File: src/rtl/pcb_pkg.sv
package pcb_pkg;

  typedef enum logic [1:0] {
    SP_IO     = 2'b00,
    SP_ATTR   = 2'b01,
    SP_COMMON = 2'b10,
    SP_NONE   = 2'b11
  } space_e;

  localparam logic [31:0] SLOT_ONE_BASE = 32'h3000_0000;

  // Window number (top two region bits) to card space code.
  function automatic space_e window_to_space(input logic [1:0] win);
    space_e sp;
    case (win)
      2'd0:    sp = SP_IO;
      2'd2:    sp = SP_ATTR;
      2'd3:    sp = SP_COMMON;
      default: sp = SP_NONE;
    endcase
    return sp;
  endfunction

endpackage

File: src/rtl/pcb_window_decode.sv
module pcb_window_decode
  import pcb_pkg::*;
#(
  parameter int CARD_AW = 26
) (
  input  logic [CARD_AW+1:0] addr_i,
  output space_e             space_o,
  output logic               hit_o,
  output logic [CARD_AW-1:0] offset_o
);

  localparam int WIN_LSB = CARD_AW;

  logic [1:0] win;

  always_comb begin
    win      = addr_i[WIN_LSB+1:WIN_LSB];
    space_o  = window_to_space(win);
    hit_o    = (space_o != SP_NONE);
    offset_o = addr_i[CARD_AW-1:0];
  end

endmodule

File: src/rtl/pcb_access_pipe.sv
module pcb_access_pipe
  import pcb_pkg::*;
#(
  parameter int CARD_AW = 26,
  parameter int DATA_W  = 32
) (
  input  logic               clk,
  input  logic               rst,
  input  logic               req_valid_i,
  output logic               req_ready_o,
  input  logic               req_write_i,
  input  space_e             space_i,
  input  logic               hit_i,
  input  logic [CARD_AW-1:0] offset_i,
  input  logic [DATA_W-1:0]  wdata_i,
  input  logic               present_i,
  output logic               card_stb_o,
  output logic               card_we_o,
  output space_e             card_space_o,
  output logic [CARD_AW-1:0] card_addr_o,
  output logic [DATA_W-1:0]  card_wdata_o,
  input  logic [DATA_W-1:0]  card_rdata_i,
  output logic               rsp_valid_o,
  output logic [DATA_W-1:0]  rsp_rdata_o
);

  logic accept;
  logic pass;
  logic pend_q;

  assign accept = req_valid_i && req_ready_o;
  assign pass   = accept && hit_i && present_i;

  always_ff @(posedge clk) begin
    if (rst) begin
      req_ready_o  <= 1'b0;
      card_stb_o   <= 1'b0;
      card_we_o    <= 1'b0;
      card_space_o <= SP_IO;
      card_addr_o  <= '0;
      card_wdata_o <= '0;
      pend_q       <= 1'b0;
    end else begin
      req_ready_o <= 1'b1;
      pend_q      <= accept;
      card_stb_o  <= pass;
      if (pass) begin
        card_we_o    <= req_write_i;
        card_space_o <= space_i;
        card_addr_o  <= offset_i;
        card_wdata_o <= wdata_i;
      end
    end
  end

  always_ff @(posedge clk) begin
    if (rst) begin
      rsp_valid_o <= 1'b0;
      rsp_rdata_o <= '0;
    end else begin
      rsp_valid_o <= pend_q;
      if (pend_q && card_stb_o && !card_we_o) rsp_rdata_o <= card_rdata_i;
      else                                    rsp_rdata_o <= '0;
    end
  end


  stb_space_valid_chk: assert property (@(posedge clk) disable iff (rst)
    card_stb_o |-> card_space_o != SP_NONE);


  stb_needs_card_chk: assert property (@(posedge clk) disable iff (rst)
    card_stb_o |-> $past(present_i));


  stb_then_rsp_chk: assert property (@(posedge clk) disable iff (rst)
    card_stb_o |=> rsp_valid_o);

endmodule

File: src/rtl/pcb_slot_ctrl.sv
module pcb_slot_ctrl (
  input  logic clk,
  input  logic rst,
  input  logic ins_i,
  input  logic ej_i,
  input  logic card_irq_i,
  output logic present_o,
  output logic err_o,
  output logic cd_irq_o,
  output logic host_irq_o
);

  logic ins_ok, ej_ok, nxt_present, nxt_err;

  always_comb begin
    ins_ok      = ins_i && !present_o;
    ej_ok       = ej_i && present_o;
    nxt_err     = (ins_i && present_o) || (ej_i && !present_o);
    nxt_present = present_o;
    if (ins_ok) nxt_present = 1'b1;
    if (ej_ok)  nxt_present = 1'b0;
  end

  always_ff @(posedge clk) begin
    if (rst) begin
      present_o  <= 1'b0;
      err_o      <= 1'b0;
      cd_irq_o   <= 1'b0;
      host_irq_o <= 1'b0;
    end else begin
      present_o  <= nxt_present;
      err_o      <= nxt_err;
      host_irq_o <= nxt_present && card_irq_i;
      if (ins_ok)     cd_irq_o <= 1'b1;
      else if (ej_ok) cd_irq_o <= 1'b0;
    end
  end


  insert_sets_cd_chk: assert property (@(posedge clk) disable iff (rst)
    (ins_i && !present_o && !ej_i) |=> (present_o && cd_irq_o && !err_o));


  double_insert_chk: assert property (@(posedge clk) disable iff (rst)
    (ins_i && present_o && !ej_i) |=> (present_o && err_o));


  empty_eject_chk: assert property (@(posedge clk) disable iff (rst)
    (ej_i && !present_o && !ins_i) |=> (err_o && !present_o));


  eject_lowers_chk: assert property (@(posedge clk) disable iff (rst)
    $fell(present_o) |-> (!cd_irq_o && !host_irq_o));


  irq_gated_chk: assert property (@(posedge clk) disable iff (rst)
    host_irq_o |-> present_o);

endmodule

File: src/rtl/pccard_window_bridge.sv
module pccard_window_bridge
  import pcb_pkg::*;
#(
  parameter int          CARD_AW     = 26,
  parameter int          DATA_W      = 32,
  parameter logic [31:0] SOCKET_BASE = 32'h2000_0000
) (
  input  logic               clk,
  input  logic               rst,
  input  logic               host_req_valid,
  output logic               host_req_ready,
  input  logic               host_req_write,
  input  logic [CARD_AW+1:0] host_req_addr,
  input  logic [DATA_W-1:0]  host_req_wdata,
  output logic               host_rsp_valid,
  output logic [DATA_W-1:0]  host_rsp_rdata,
  output logic               card_stb,
  output logic               card_we,
  output logic [1:0]         card_space,
  output logic [CARD_AW-1:0] card_addr,
  output logic [DATA_W-1:0]  card_wdata,
  input  logic [DATA_W-1:0]  card_rdata,
  input  logic               card_irq_in,
  input  logic               slot_insert,
  input  logic               slot_eject,
  output logic               slot_err,
  output logic               slot_present,
  output logic               cd_irq,
  output logic               host_card_irq,
  output logic               socket_index
);

  localparam logic IS_SLOT_ONE = (SOCKET_BASE == SLOT_ONE_BASE);

  space_e             dec_space;
  logic               dec_hit;
  logic [CARD_AW-1:0] dec_offset;
  space_e             out_space;

  pcb_window_decode #(.CARD_AW(CARD_AW)) u_decode (
    .addr_i   (host_req_addr),
    .space_o  (dec_space),
    .hit_o    (dec_hit),
    .offset_o (dec_offset)
  );

  pcb_slot_ctrl u_slot (
    .clk        (clk),
    .rst        (rst),
    .ins_i      (slot_insert),
    .ej_i       (slot_eject),
    .card_irq_i (card_irq_in),
    .present_o  (slot_present),
    .err_o      (slot_err),
    .cd_irq_o   (cd_irq),
    .host_irq_o (host_card_irq)
  );

  pcb_access_pipe #(.CARD_AW(CARD_AW), .DATA_W(DATA_W)) u_pipe (
    .clk          (clk),
    .rst          (rst),
    .req_valid_i  (host_req_valid),
    .req_ready_o  (host_req_ready),
    .req_write_i  (host_req_write),
    .space_i      (dec_space),
    .hit_i        (dec_hit),
    .offset_i     (dec_offset),
    .wdata_i      (host_req_wdata),
    .present_i    (slot_present),
    .card_stb_o   (card_stb),
    .card_we_o    (card_we),
    .card_space_o (out_space),
    .card_addr_o  (card_addr),
    .card_wdata_o (card_wdata),
    .card_rdata_i (card_rdata),
    .rsp_valid_o  (host_rsp_valid),
    .rsp_rdata_o  (host_rsp_rdata)
  );

  assign card_space   = out_space;
  assign socket_index = IS_SLOT_ONE;

endmodule

File: config.mk
export PLATFORM = sky130hd
export DESIGN_NAME = pccard_window_bridge
export DESIGN_NICKNAME = d
export VERILOG_FILES = /design/src/rtl/pcb_pkg.sv /design/src/rtl/pcb_window_decode.sv /design/src/rtl/pcb_access_pipe.sv /design/src/rtl/pcb_slot_ctrl.sv /design/src/rtl/pccard_window_bridge.sv
export SDC_FILE = /design/constraint.sdc
export NUM_CORES = 1
export LEC_CHECK = 0
export BUFFER_PORTS_ARGS = -buffer_cell sky130_fd_sc_hd__buf_2
export CELL_PAD_IN_SITES_DETAIL_PLACEMENT = 0
export CELL_PAD_IN_SITES_GLOBAL_PLACEMENT = 1
export CORE_UTILIZATION = 36
export CTS_CLUSTER_SIZE = 30
export DETAILED_ROUTE_END_ITERATION = 8
export HOLD_SLACK_MARGIN = 0.12
export PLACE_DENSITY_LB_ADDON = 0.1
export SYNTH_ARGS = -nofsm -noshare
export SYNTH_HDL_FRONTEND = slang
export SYNTH_HIERARCHICAL = 1
export SYNTH_SLANG_ARGS = --single-unit
File: constraint.sdc
create_clock -name clk -period 4.2 [get_ports clk]
set_clock_uncertainty 0.15 [all_clocks]
set_input_delay 0.63 -clock clk [delete_from_list [all_inputs] [get_ports clk]]
set_output_delay 0.63 -clock clk [all_outputs]
set_load 0.01 [all_outputs]
Yosys cells after proc, flatten, opt, wreduce, memory -nomap -nowiden. Cells that the tools add are included.

Eq/ne operators: 3. Multiplexer cells: 6. Bitwise operators: 1. Reduce and logical (&&, ||, !) cells: 16.

Operators by type and width (number): logical AND 1 bit (10); one-hot mux 2 bit (3 select lines) (1); 2-to-1 mux 1 bit (5); == test 2 bit (second input constant) (2); zero test 1 bit (2); zero test 2 bit (1); inequality test 2 bit (second input constant) (1); nonzero test 2 bit (1); OR reduction 2 bit (1); logical OR 1 bit (1); NOT 1 bit (1).

Register bits after elaboration: 101. Input bits: 99. Output and inout port bits: 101. Logic and storage cells: 39.

Logic depth before layout (Yosys ltp).
Word-level depth: 5. Mapped depth: 7. Mapped depth without buffers: 5.

Hierarchy. The synthesis kept the hierarchy.

By module, submodules not included: pcb_access_pipe (instances 1, cells an instance 344, area each 3683.5 µm², seq. area each 1941.9 µm²); pcb_window_decode (instances 1, cells an instance 33, area each 250.2 µm², seq. area each 0.0 µm²); pcb_slot_ctrl (instances 1, cells an instance 13, area each 141.4 µm², seq. area each 80.1 µm²); pccard_window_bridge (instances 1, cells an instance 2, area each 11.3 µm², seq. area each 0.0 µm²).

Least setup slack after synthesis. OpenSTA, ideal clock, no wires.

Path kind: in2reg. Start point: in host_req_addr[27]. End point: reg u_pipe.card_addr_o[0]. Library setup time: 0.072 ns. Arrival time: 1.579 ns. Data required time: 3.978 ns. Setup slack: 2.400 ns. Cell stages on the path: 7. Buffers on the path: 2. Cell sequence: inv_1 -> ha_1 -> inv_1 -> and4_1 -> buf_2 -> buf_4 -> mux2i_1.

Longest elaborated chain between the ends: 5. Elaborated cells on any way between the ends: 7. Those cells by class: eq/ne: 3; mux: 1; reduce/logical: 3.

Ends and longest elaborated chain: start, declared (line pccard_window_bridge.sv:13) `input logic [CARD_AW+1:0] host_req_addr,`; == test 2 bit or zero test 2 bit (tied branches) (line pcb_pkg.sv:15) `case (win)`; one-hot mux 2 bit (3 select lines) (*) (line pcb_pkg.sv:15); inequality test 2 bit (*) (line pcb_window_decode.sv:19) `hit_o = (space_o != SP_NONE);`; named net dec_hit (line pccard_window_bridge.sv:36) `logic dec_hit;`; logical AND 1 bit (*) (2 in series) (line pcb_access_pipe.sv:32) `assign pass = accept && hit_i && present_i;`; end signal, assigned (line pcb_access_pipe.sv:50) `card_addr_o <= offset_i;`; end, declared (line pcb_access_pipe.sv:20) `output logic [CARD_AW-1:0] card_addr_o,`.

The timed path passes the listed nets; every way through them passes the cells marked *. A chain may end at the register's enable or synchronous reset.

Final worst setup path.
Start point: in host_req_addr[26]. End point: reg u_pipe.card_addr_o[13].

The elaborated chain is that of the path after synthesis.

==> flow_metrics.env <==
export IMPL_yosysUniqueCellTypes=21
export IMPL_max_slew_margin_rel_pct=25.8
export IMPL_antenna_cells=0
export IMPL_vias=2991
export IMPL_drive_above_1_share_pct=39.2
export IMPL_fillers=1051
export IMPL_grt_pass1_vias=2724
export IMPL_die_w_um=109
export IMPL_drcViolationCount=0
export IMPL_final_common_cell="buf_2"
export IMPL_worstPathRequired_ps=4300
export IMPL_ir_drop_v=0.000246
export IMPL_syn_cell_area_um2=4090
export IMPL_postCtsHoldBufs=0
export IMPL_finalMaxSlewViolations=0
export IMPL_finalHoldViolations=0
export IMPL_syn_inst=392
export IMPL_antenna_found_initial=0
export IMPL_wl_met2_um=3990
export IMPL_min_period_over_period_pct=52.6
export IMPL_post_place_ws_ps=1640
export IMPL_max_freq_mhz=453
export IMPL_synth_top_area_share_pct=49.5
export IMPL_wl_met1_um=3810
export IMPL_ys_ff_latch=101
export IMPL_clock_root_buffer="clkbuf_16"
export IMPL_cts_tree="done"
export IMPL_reg2reg_to="u_pipe/card_addr_o[13]$_SDFFE_PP0P_"
export IMPL_post_route_worst_setup_slack_ps=1990
export IMPL_cts_repair_resized=0
export IMPL_final_cell_mix="buf_2, nand2b_1, dfxtp_1, mux2i_1, and2_1"
export IMPL_cp_startpoint="host_req_addr[26]"
export IMPL_outcome="complete, no violations"
export IMPL_setup_violations_final=0
export IMPL_route_met3_wl_um=856
export IMPL_vias_per_cell=4.30
export IMPL_grt_usage_pct=14.5
export IMPL_p_per_area_nw_per_um2=393
export IMPL_start_util_pct=37.4
export IMPL_yosys_warnings=6
export IMPL_post_cts_buffers=0
export IMPL_crit_end="u_pipe/card_addr_o[13]$_SDFFE_PP0P_"
export IMPL_drv_cap=0
export IMPL_clock_latency_ps=330
export IMPL_portBuffers=198
export IMPL_wl_per_cell_um=12.6
export IMPL_overflow=0
export IMPL_tightest_slew_ps=1110
export IMPL_critPathCaptureType="register"
export IMPL_path_clk_slew_ps=70
export IMPL_syn_avg_cell_area_um2=10.4
export IMPL_r2r_start="u_slot/present_o$_SDFF_PP0_"
export IMPL_crit_fanout=61
export IMPL_cts_sinks=101
export IMPL_hp_start="u_pipe/pend_q$_SDFF_PP0_"
export IMPL_area_growth_pct=29.4
export IMPL_drt_wl_total_um=8760
export IMPL_gp_congestion=0.694
export IMPL_htreeDepth=3
export IMPL_drt_iter0_markers=129
export IMPL_postRouteAntennaNets=0
export IMPL_dp_hpwl_um=6080
export IMPL_rsz0062_at_grt="false"
export IMPL_synth_seq_area_share_pct=49.5
export IMPL_totalPowerFinal_mw=2.08
export IMPL_crit_type="input pin to register"
export IMPL_fp_row_count=38
export IMPL_die_h_um=109
export IMPL_hp_class="register to register"
export IMPL_coreArea_um2=10900
export IMPL_p_leak_nw=2.47
export IMPL_syn_nets=494
export IMPL_routed_top_layer="met4"
export IMPL_die_area_um2=11800
export IMPL_r2r_slack_ps=2190
export IMPL_cp_start_kind="input pin"
export IMPL_r2r_cells=2
export IMPL_netlist_top_cells_area="dfxtp_1, nand2b_1, mux2i_1"
export IMPL_cts_made_buffers=9
export IMPL_layout_nets=653
export IMPL_dr_pass1_iters=6
export IMPL_grt_max_degree=131
export IMPL_fin_setup_tns_ps=0
export IMPL_cp_arrival_ps=2310
export IMPL_synth_top_area_cell="dfxtp_1"
export IMPL_io_pins=200
export IMPL_grt_pass1_wl_um=13200
export IMPL_layout_min_cycle_time_ps=2210
export IMPL_cts_buffer_depth=2
state kept, by name, summed over array words and instances, names as in the netlist:
signal,cells
u_pipe/card_addr_o,26
u_pipe/card_space_o,2
u_pipe/card_stb_o,1
u_pipe/card_wdata_o,32
u_pipe/card_we_o,1
u_pipe/pend_q,1
u_pipe/req_ready_o,1
u_pipe/rsp_rdata_o,32
u_pipe/rsp_valid_o,1
u_slot/cd_irq_o,1
u_slot/err_o,1
u_slot/host_irq_o,1
u_slot/present_o,1
routing by layer:
layer,track usage [%],vias to the layer above
met1,17.3,1329
li1,-,1525
met4,5.50,0
met2,23.7,128
met5,0,-
met3,5.30,9
Yosys cell counts, drive strengths merged:
master,count
or2,1
a21oi,3
mux2i,62
nor2,2
inv,4
conb,1
and4bb,1
nor2b,1
buf,39
or2b,1
clkbuf,12
dfxtp,101
and2,32
nand2b,124
and4,1
nor3,1
ha,3
a21bo,1
nand2,2
worst min path at each step:
stage,to,slack [ps],depth (start not counted)
final,u_pipe/rsp_valid_o$_SDFF_PP0_,310,1
after global routing,u_pipe/rsp_rdata_o[7]$_SDFF_PP0_,330,2
after CTS,u_pipe/rsp_valid_o$_SDFF_PP0_,310,1
after detailed placement,u_pipe/rsp_valid_o$_SDFF_PP0_,300,1
after global placement,u_pipe/rsp_valid_o$_SDFF_PP0_,290,1
after floorplan,u_pipe/rsp_valid_o$_SDFF_PP0_,280,1
kinds of logic (layout without fill, tap and decap cells):
kind of cell | Yosys count | count (layout) | synth area share, %
and+or+nand+nor | 166 | 166 | 25.4
DFF | 101 | 101 | 49.5
muxes | 62 | 62 | 15.2
buffers and inverters | 55 | 219 | 8.27
AOI/OAI and AO/OA | 4 | 4 | 0.612
adders and majority gates | 3 | 3 | 0.919
other | 1 | 1 | 0.0918
cell type report:
type | count | area [um^2] | area share [%]
Clock buffer | 10 | 239 | 4.52
Clock inverter | 6 | 110 | 2.08
Inverter | 4 | 15.0 | 0.284
Multi-Input combinational cell | 236 | 1730 | 32.7
Sequential cell | 101 | 2020 | 38.2
Tap cell | 140 | 175 | 3.31
Timing Repair Buffer | 199 | 998 | 18.9
critical path, stage by stage:
cell	delay, ps
buf_2	120
ha_1	180
inv_1	60
and4_4	970
mux2i_1	300
report_power, final:
group          switching, mW  total (mW)  internal (mW)  leakage, nW
clock network          0.357       0.955          0.597        0.165
logic                 0.0627       0.145         0.0826         1.49
registers            0.00783       0.980          0.973        0.817
total                  0.428        2.08           1.65         2.47
per-stage QoR:
step	hold WS [ps]	instance area (um^2)	cells	utilization, %
2_1_floorplan	279	4090	392	-
3_3_place_gp	291	4940	680	45.2
3_5_place_dp	298	4940	680	45.2
4_1_cts	312	5290	696	48.4
5_1_grt	327	5290	696	48.4
6_report	310	5290	696	48.4
(Power assumes the default switching activity.)
